**src/rtl/rs_fec_pkg.sv**
```systemverilog
package rs_fec_pkg;

  localparam int SYM_W = 8;
  // low byte of x^8+x^4+x^3+x^2+1
  localparam logic [SYM_W-1:0] PRIM_LOW = 8'h1D;
  // generator arrays inside gen_coef are sized for up to this many parity bytes
  localparam int MAX_PAR = 63;

  typedef logic [SYM_W-1:0] sym_t;

  typedef enum logic [1:0] {
    PH_IDLE = 2'd0,
    PH_MSG  = 2'd1,
    PH_PAR  = 2'd2
  } phase_e;

  // shift-and-add GF(256) product
  function automatic sym_t gf_mul(input sym_t a, input sym_t b);
    sym_t acc;
    sym_t x;
    acc = '0;
    x   = a;
    for (int i = 0; i < SYM_W; i++) begin
      if (b[i]) acc = acc ^ x;
      x = {x[SYM_W-2:0], 1'b0} ^ (x[SYM_W-1] ? PRIM_LOW : '0);
    end
    return acc;
  endfunction

  function automatic sym_t alpha_pow(input int n);
    sym_t v;
    v = 8'h01;
    for (int i = 0; i < n; i++) v = gf_mul(v, 8'h02);
    return v;
  endfunction

  // coefficient k of prod_{i=0}^{npar-1} (z + alpha^(first_root+i))
  function automatic sym_t gen_coef(input int npar, input int k, input int first_root);
    sym_t g [0:MAX_PAR];
    sym_t r;
    for (int j = 0; j <= MAX_PAR; j++) g[j] = '0;
    g[0] = 8'h01;
    for (int i = 0; i < npar; i++) begin
      r = alpha_pow(first_root + i);
      for (int j = npar; j >= 1; j--) g[j] = g[j-1] ^ gf_mul(g[j], r);
      g[0] = gf_mul(g[0], r);
    end
    return g[k];
  endfunction

endpackage

```
**src/rtl/rs_fec_seq.sv**
```systemverilog
module rs_fec_seq #(
  parameter int NMSG = 239,
  parameter int NPAR = 16
) (
  input  logic                 clk,
  input  logic                 rst,
  input  logic                 start_q,
  output rs_fec_pkg::phase_e   phase,
  output logic                 last_shift
);
  import rs_fec_pkg::*;

  localparam int NTOT = NMSG + NPAR;
  localparam int CW   = $clog2(NTOT);
  localparam logic [CW-1:0] LAST    = CW'(NTOT - 1);
  localparam logic [CW-1:0] MSG_END = CW'(NMSG);

  logic [CW-1:0] cnt_q;
  logic [CW-1:0] pos;
  logic          busy_q;
  logic          act;

  // position of the byte now in the input register
  always_comb begin
    pos        = start_q ? '0 : cnt_q;
    act        = start_q | busy_q;
    last_shift = act && (pos == LAST);
    if (!act)               phase = PH_IDLE;
    else if (pos < MSG_END) phase = PH_MSG;
    else                    phase = PH_PAR;
  end

  always_ff @(posedge clk) begin
    if (rst) begin
      cnt_q  <= '0;
      busy_q <= 1'b0;
    end else if (act) begin
      if (pos == LAST) begin
        cnt_q  <= '0;
        busy_q <= 1'b0;
      end else begin
        cnt_q  <= pos + 1'b1;
        busy_q <= 1'b1;
      end
    end
  end

  // position never runs past the codeword end
  assert_pos_bound_R2: assert property (@(posedge clk) disable iff (rst)
    busy_q |-> (cnt_q <= LAST));

  // a codeword closes only after its final byte position
  assert_frame_len_R2: assert property (@(posedge clk) disable iff (rst)
    $fell(busy_q) |-> ($past(cnt_q) == LAST));

endmodule

```
**src/rtl/rs_fec_lfsr.sv**
```systemverilog
module rs_fec_lfsr #(
  parameter int NPAR = 16
) (
  input  logic                clk,
  input  logic                rst,
  input  rs_fec_pkg::phase_e  phase,
  input  logic                restart,
  input  logic                last_shift,
  input  rs_fec_pkg::sym_t    din,
  output rs_fec_pkg::sym_t    par_o
);
  import rs_fec_pkg::*;

  sym_t st_q [NPAR];
  sym_t st_d [NPAR];
  sym_t fb;
  logic any_nz;

  // a restart sees the stages as empty
  assign fb = din ^ (restart ? '0 : st_q[NPAR-1]);

  generate
    for (genvar i = 0; i < NPAR; i++) begin : g_stage
      localparam sym_t COEF = gen_coef(NPAR, i, 0);
      sym_t prev;
      sym_t prod;
      if (i == 0) begin : g_head
        assign prev = '0;
      end else begin : g_body
        assign prev = restart ? '0 : st_q[i-1];
      end
      assign prod    = gf_mul(fb, COEF);
      // parity phase: plain shift toward the output, zero into stage 0
      assign st_d[i] = (phase == PH_MSG) ? (prev ^ prod) :
                       (phase == PH_PAR) ? prev : st_q[i];
    end
  endgenerate

  always_ff @(posedge clk) begin
    if (rst) begin
      for (int i = 0; i < NPAR; i++) st_q[i] <= '0;
    end else begin
      for (int i = 0; i < NPAR; i++) st_q[i] <= st_d[i];
    end
  end

  assign par_o = st_q[NPAR-1];

  always_comb begin
    any_nz = 1'b0;
    for (int i = 0; i < NPAR; i++) any_nz = any_nz | (|st_q[i]);
  end

  // the stages are empty once the last parity byte has been shifted
  assert_stages_clear_R6: assert property (@(posedge clk) disable iff (rst)
    last_shift |=> !any_nz);

endmodule

```
**src/rtl/rs_fec_encoder.sv**
```systemverilog
module rs_fec_encoder #(
  parameter int NMSG = 239,
  parameter int NPAR = 16
) (
  input  logic       clk,
  input  logic       rst,
  input  logic       start_i,
  input  logic [7:0] data_i,
  output logic [7:0] data_o
);
  import rs_fec_pkg::*;

  sym_t   din_q;
  logic   start_q;
  sym_t   out_q;
  sym_t   out_d;
  sym_t   par_top;
  phase_e phase;
  logic   last_shift;

  // first pipeline register: input capture
  always_ff @(posedge clk) begin
    if (rst) begin
      din_q   <= '0;
      start_q <= 1'b0;
    end else begin
      din_q   <= data_i;
      start_q <= start_i;
    end
  end

  rs_fec_seq #(.NMSG(NMSG), .NPAR(NPAR)) u_seq (
    .clk        (clk),
    .rst        (rst),
    .start_q    (start_q),
    .phase      (phase),
    .last_shift (last_shift)
  );

  rs_fec_lfsr #(.NPAR(NPAR)) u_lfsr (
    .clk        (clk),
    .rst        (rst),
    .phase      (phase),
    .restart    (start_q),
    .last_shift (last_shift),
    .din        (din_q),
    .par_o      (par_top)
  );

  always_comb begin
    case (phase)
      PH_MSG:  out_d = din_q;
      PH_PAR:  out_d = par_top;
      default: out_d = '0;
    endcase
  end

  // second pipeline register: output
  always_ff @(posedge clk) begin
    if (rst) out_q <= '0;
    else     out_q <= out_d;
  end

  assign data_o = out_q;

  // a cycle without a codeword byte yields 0x00
  assert_idle_zero_R8: assert property (@(posedge clk) disable iff (rst)
    (phase == PH_IDLE) |=> (data_o == 8'h00));

  // message bytes leave unchanged one edge after capture
  assert_msg_pass_R4: assert property (@(posedge clk) disable iff (rst)
    (phase == PH_MSG) |=> (data_o == $past(din_q)));

endmodule

```
**config.mk**
```make
export PLATFORM = sky130hd
export DESIGN_NAME = rs_fec_encoder
export DESIGN_NICKNAME = d
export VERILOG_FILES = /design/src/rtl/rs_fec_pkg.sv /design/src/rtl/rs_fec_seq.sv /design/src/rtl/rs_fec_lfsr.sv /design/src/rtl/rs_fec_encoder.sv
export SDC_FILE = /design/constraint.sdc
export NUM_CORES = 1
export LEC_CHECK = 0
export ABC_AREA = 1
export CAP_MARGIN = 20
export CORE_MARGIN = 4
export CORE_UTILIZATION = 60
export DETAILED_ROUTE_END_ITERATION = 7
export PLACE_DENSITY_LB_ADDON = 0.3
export SYNTH_ARGS = -nofsm -noshare
export SYNTH_HDL_FRONTEND = slang
export SYNTH_SLANG_ARGS = --single-unit
export TNS_END_PERCENT = 20
```
**constraint.sdc**
```tcl
create_clock -name clk -period 3.7 [get_ports clk]
set_clock_uncertainty 0.2 [all_clocks]
set_input_delay 0.74 -clock clk [delete_from_list [all_inputs] [get_ports clk]]
set_output_delay 0.74 -clock clk [all_outputs]
set_load 0.005 [all_outputs]
```
* After elaboration in Yosys (flattened, before gate mapping) *
Memory sizes are Yosys's and may differ from the RTL's.
Index checks and enable logic that the tools add are counted.

word-level totals
  memories = 1
  flip-flop bits (word level) = 26
  memory bits (writable) = 128

operators by class
  add/subtract/negate cells = 1
  eq/ne operators = 3
  mux-type cells = 80
  order comparisons = 1
  bitwise gates (word level) = 71

memories
  name         depth  width  read ports  clocked after memory_dff  write ports  line               text
  u_lfsr.st_q  16     8      16          0                         16           rs_fec_lfsr.sv:14  sym_t st_q [NPAR];

operator list
  cell                   number
  $mux W8                66
  $xor A8 B8 Y8          54
  $mux W5                7
  $or A1 B1 Y1           17
  $pmux W8 S2            1
  $add A8 B1 Y8 const B  1
  $eq A8 B8 Y1 const B   1
  $lt A8 B8 Y1 const B   1
  $mux W1                4
  $mux W2                2
  $eq A2 B1 Y1 const B   1
  $eq A2 B2 Y1 const B   1

* Logic depth before layout (Yosys ltp) *
An unclocked memory read counts as a cell.

  depth after elaboration = 21
  mapped depth = 21
  gate-level depth less buffers = 19

* By module *
From an unflattened synthesis, not the netlist that was laid out.

second synthesis, totals
  cell total of the unflattened synthesis = 1543
  area total of the unflattened synthesis = 10024.6 um^2

modules (own cells, without submodules)
  module          instances  area each (um^2)  cells each
  rs_fec_lfsr     1          8822.2            1388
  rs_fec_encoder  1          626.9             69
  rs_fec_seq      1          575.6             86

* Worst setup path before layout *
OpenSTA, ideal clock, no wires.

  path type = flip-flop to flip-flop
  start point = register start_q
  end point = memory u_lfsr.st_q[0][59] (netlist name)
  period minus slack after synthesis = 2.726 ns
  stages on the path, launching flop included = 17
  slack = 0.974 ns
  data arrival time = 2.411 ns
  required time = 3.385 ns
  path through = dfxtp_1 buf_6 clkbuf_1 clkbuf_1 nor2_1 ha_1 nand2_1 nand2_1 nand4_2 nand2_4 inv_2 buf_2 nand3_1 nand3_1 o21ai_0 o21ai_0 inv_1

RTL lines
  what                    line                  text
  from (decl)             rs_fec_encoder.sv:14  logic start_q;
  from (signal assigned)  rs_fec_encoder.sv:28  start_q <= start_i;
  to (decl)               rs_fec_lfsr.sv:14

==> summary.md <==
| Metric | Value |
|---|---|
| Routed WL | 29,780 um |
| Synth warn | 0 |
| Top post-synthesis cells by area | dfxtp_1, nand2_1, inv_1 |
| Hpwl dp | 19,890 um |
| Period utilization | 0.8591 |
| H-tree Lvls | 4 |
| Worst reg-to-reg setup slack | 0.52 ns |
| Count of final setup violators | 0 |
| Post-CTS Setup Inserts | 0 |
| Unique masters post-synth | 49 |
| Hold Startpoint | u_lfsr.st_q[0][0] |
| DIE HEIGHT | 136.6 um |
| Hold_buf cts | 0 |
| CTS tree | yes |
| Die X | 136.6 um |
| Post_cts resized | 0 |
| Post-Syn Area | 9927 um2 |
| Pin count of the biggest net entering global routing | 74 |
| Diodes inserted | 0 |
| Path type of the worst min-delay path | reg2reg |
| Port Buffer Count | 18 |
| Placed Cells | 1,702 |
| Std cell rows | between 40 and 50 |
| Cells after synthesis | 1,531 |
| Post-synth top area cell | dfxtp_1 |
| Met2 usage | 0.5137 |
| Sequential share of the synthesized area | 0.3106 |
| Setup TNS | 0 ns |
| Total number of vias | 9,989 |
| Final Cell Area | 10,680 um2 |
| Worst Setup End Kind | flip-flop |
| Vias per cell | 5.764 |
| Synthesis-stage register bit count | 154 |
| Crit Path Max Fanout | 33 |
| Avg Cell Area, Syn | about 6.5 um2 |
| Post-route ant nets | 0 |
| Highest clock rate | 0.3146 GHz |
| Arrival time at the worst endpoint | 3.32 ns |
| Hold Path Sink | u_lfsr.st_q[0][0] |
| Max Cap Viol | 0 |
| Clock slew seen by the registers of the worst setup and hold paths | ~0.06 ns |
| Gr ovfl total | 0 |
| Area delta synth->final | 7.612% |
| Initial DRC count | 1,326 |
| Worst-case reg-to-reg path depth | 11 |
| Hold Crit Depth | 2 |
| Pwr Density | 656.5 nW/um2 |
| Worst reg2reg startpoint | start_q |
| Initial antenna violation count | 0 |
| Global Route met3 Usage | 0.06397 |
| Max Root-Sink Buffers | 2 |
| Skew-Pair Late Insertion Delay | 0.44 ns |
| Final core occ | 0.6653 |
| Most instantiated cells after synthesis | nand2_1, inv_1, dfxtp_1, nor2_1, nand3_1 |
| LEAKAGE | 4.966 nW |
| Worst EP required | 3.84 ns |
| Final Max Slew Viols | 0 |
| Most Crowded Layer GR | met2 |
| RSZ-0062 raised after global routing | false |
| Global-route wire length before repair | 47,800 um |
| Syn Nets | 1,544 |
| Clock sinks | about 150 |
| Initial Util | 0.6182 |
| Slew of the pin with the lowest slew margin | 1.143 ns |
| Final hold viol count | 0 |
| Area share of the largest cell type after synthesis | 0.3106 |
| Post-Layout Cell Count | 1,733 |
| Max rail drop VDD | 0.0003907 V |
| Met1 GRT Util | 0.4384 |
| Clk root buf | clkbuf_16 |
| Startpoint Class | flip-flop |
| Reg2reg end | u_lfsr.st_q[0][119] |
| Asr flop ratio synth | 0 |
| Ratio of cells with drive above 1 in the final layout | 0.09888 |
| DRC errors left | 0 |
| Drt pass-1 iters | 6 |
| WS Path Type | reg2reg |
| Post-synth EDFFs | 0 |
| DIE AREA | around 19,000 um2 |
| Placed instance area | 10,110 um2 |
| IO Pins | 19 |
| Fin crit period | 3.179 ns |
| Cts bufs inserted | 17 |
| Worst slew margin | 0.2354 |
| Core Region | 16,060 um2 |
| GPL Wtd Cong | 1.007 |
| Mean routed wirelength per cell | 17.18 um |
| Most common cell in the synthesized netlist | nand2_1 |
| Number of global-route vias before repair | between 9,000 and 10,000 |
| Status | completed |
| Main synth FF type | dfxtp_1 |
| Nets | 1,518 |
| Gr usage total | 0.3285 |
[registers in the layout (all words and copies together), names as in the netlist]
signal        flops
u_lfsr.st_q     128
data_o            8
din_q             8
u_seq.cnt_q       8
start_q           1
u_seq.busy_q      1
[metrics by stage]
stage	hold slack (ns)	setup slack, ns	power [W]
3_3_place_gp	0.2517	0.7080	0.005126
4_1_cts	0.2654	0.6106	0.006930
3_5_place_dp	0.2555	0.6476	0.005188
2_1_floorplan	0.2374	0.9736	0.004472
5_1_grt	0.2784	0.3188	0.007430
6_report	0.2652	0.5214	0.007013
[layout make-up]
cell class,count,area (um2)
multi-input cells,1098,5694
repair buffers,36,310.3
clock inverters,8,85.08
clock buffers,23,488.0
flip-flops and latches,154,3085
fillers,1432,5375
inverters,198,749.5
well taps,216,270.3
[metal layers]
metal | vias up | wire length (um)
met1 | 4575 | 12000
li1 | 4782 | -
met4 | 0 | 1234
met2 | 534 | 13540
met5 | - | 0
met3 | 98 | 3011
[critical path, stage by stage, from the launching register on]
cell     delay, ns
dfxtp_2       0.42
buf_4         0.40
nor2_1        0.19
nand4_2       0.16
nand2_4       0.18
inv_2         0.50
buf_4         0.38
nand2_1       0.18
nand3_1       0.11
o21ai_0       0.08
o21ai_0       0.19
inv_1         0.05
[power by group]
part / internal, W / total, W / leakage (nW) / switching [W]
logic: 0.00100 / 0.00318 / 3.42 / 0.00218
clock network: 0.00100 / 0.00174 / 0.277 / 0.000738
registers: 0.00194 / 0.00210 / 1.27 / 0.000160
[logic make-up after synthesis]
| family | synth area share |
|---|---|
| AND/OR/NAND/NOR | 0.3331 |
| AO/OA/AOI/OAI | 0.1415 |
| adder cells (fa/ha/maj) | 0.002520 |
| flip-flops | 0.3106 |
| XOR/XNOR | 0.09566 |
| buffers and inverters | 0.1166 |
[how the worst max path moves through the flow]
stage,slack (ns),startpoint,endpoint
6_report,0.52,start_q,u_lfsr.st_q[0][119]
4_1_cts,0.61,start_q,u_lfsr.st_q[0][111]
3_5_place_dp,0.65,start_q,u_lfsr.st_q[0][93]
3_3_place_gp,0.71,start_q,u_lfsr.st_q[0][119]
2_1_floorplan,0.97,start_q,u_lfsr.st_q[0][59]
5_1_grt,0.32,start_q,u_lfsr.st_q[0][54]
[layout by cell type (no fill, tap or decap), types with 3 or more instances in the layout]
cell type and instances:
nand2_1 409, inv_1 180, dfxtp_1 152, nor2_1 143, nand3_1 108, o21ai_0 97
a21oi_1 83, xor2_1 48, nand2_2 43, xnor2_1 23, buf_4 18, nand4_1 17
clkbuf_16 17, clkdlybuf4s50_1 17, o21ai_1 16, o211ai_1 16, inv_2 15, nand2_4 14
a31oi_1 14, o22ai_1 8, xor2_4 6, xor2_2 6, o221ai_1 6, nand3b_1 6
inv_6 4, xnor2_2 4, nor3_1 4, clkbuf_8 4, or2_1 3
Note: power is estimated with default switching activity, not from simulation.
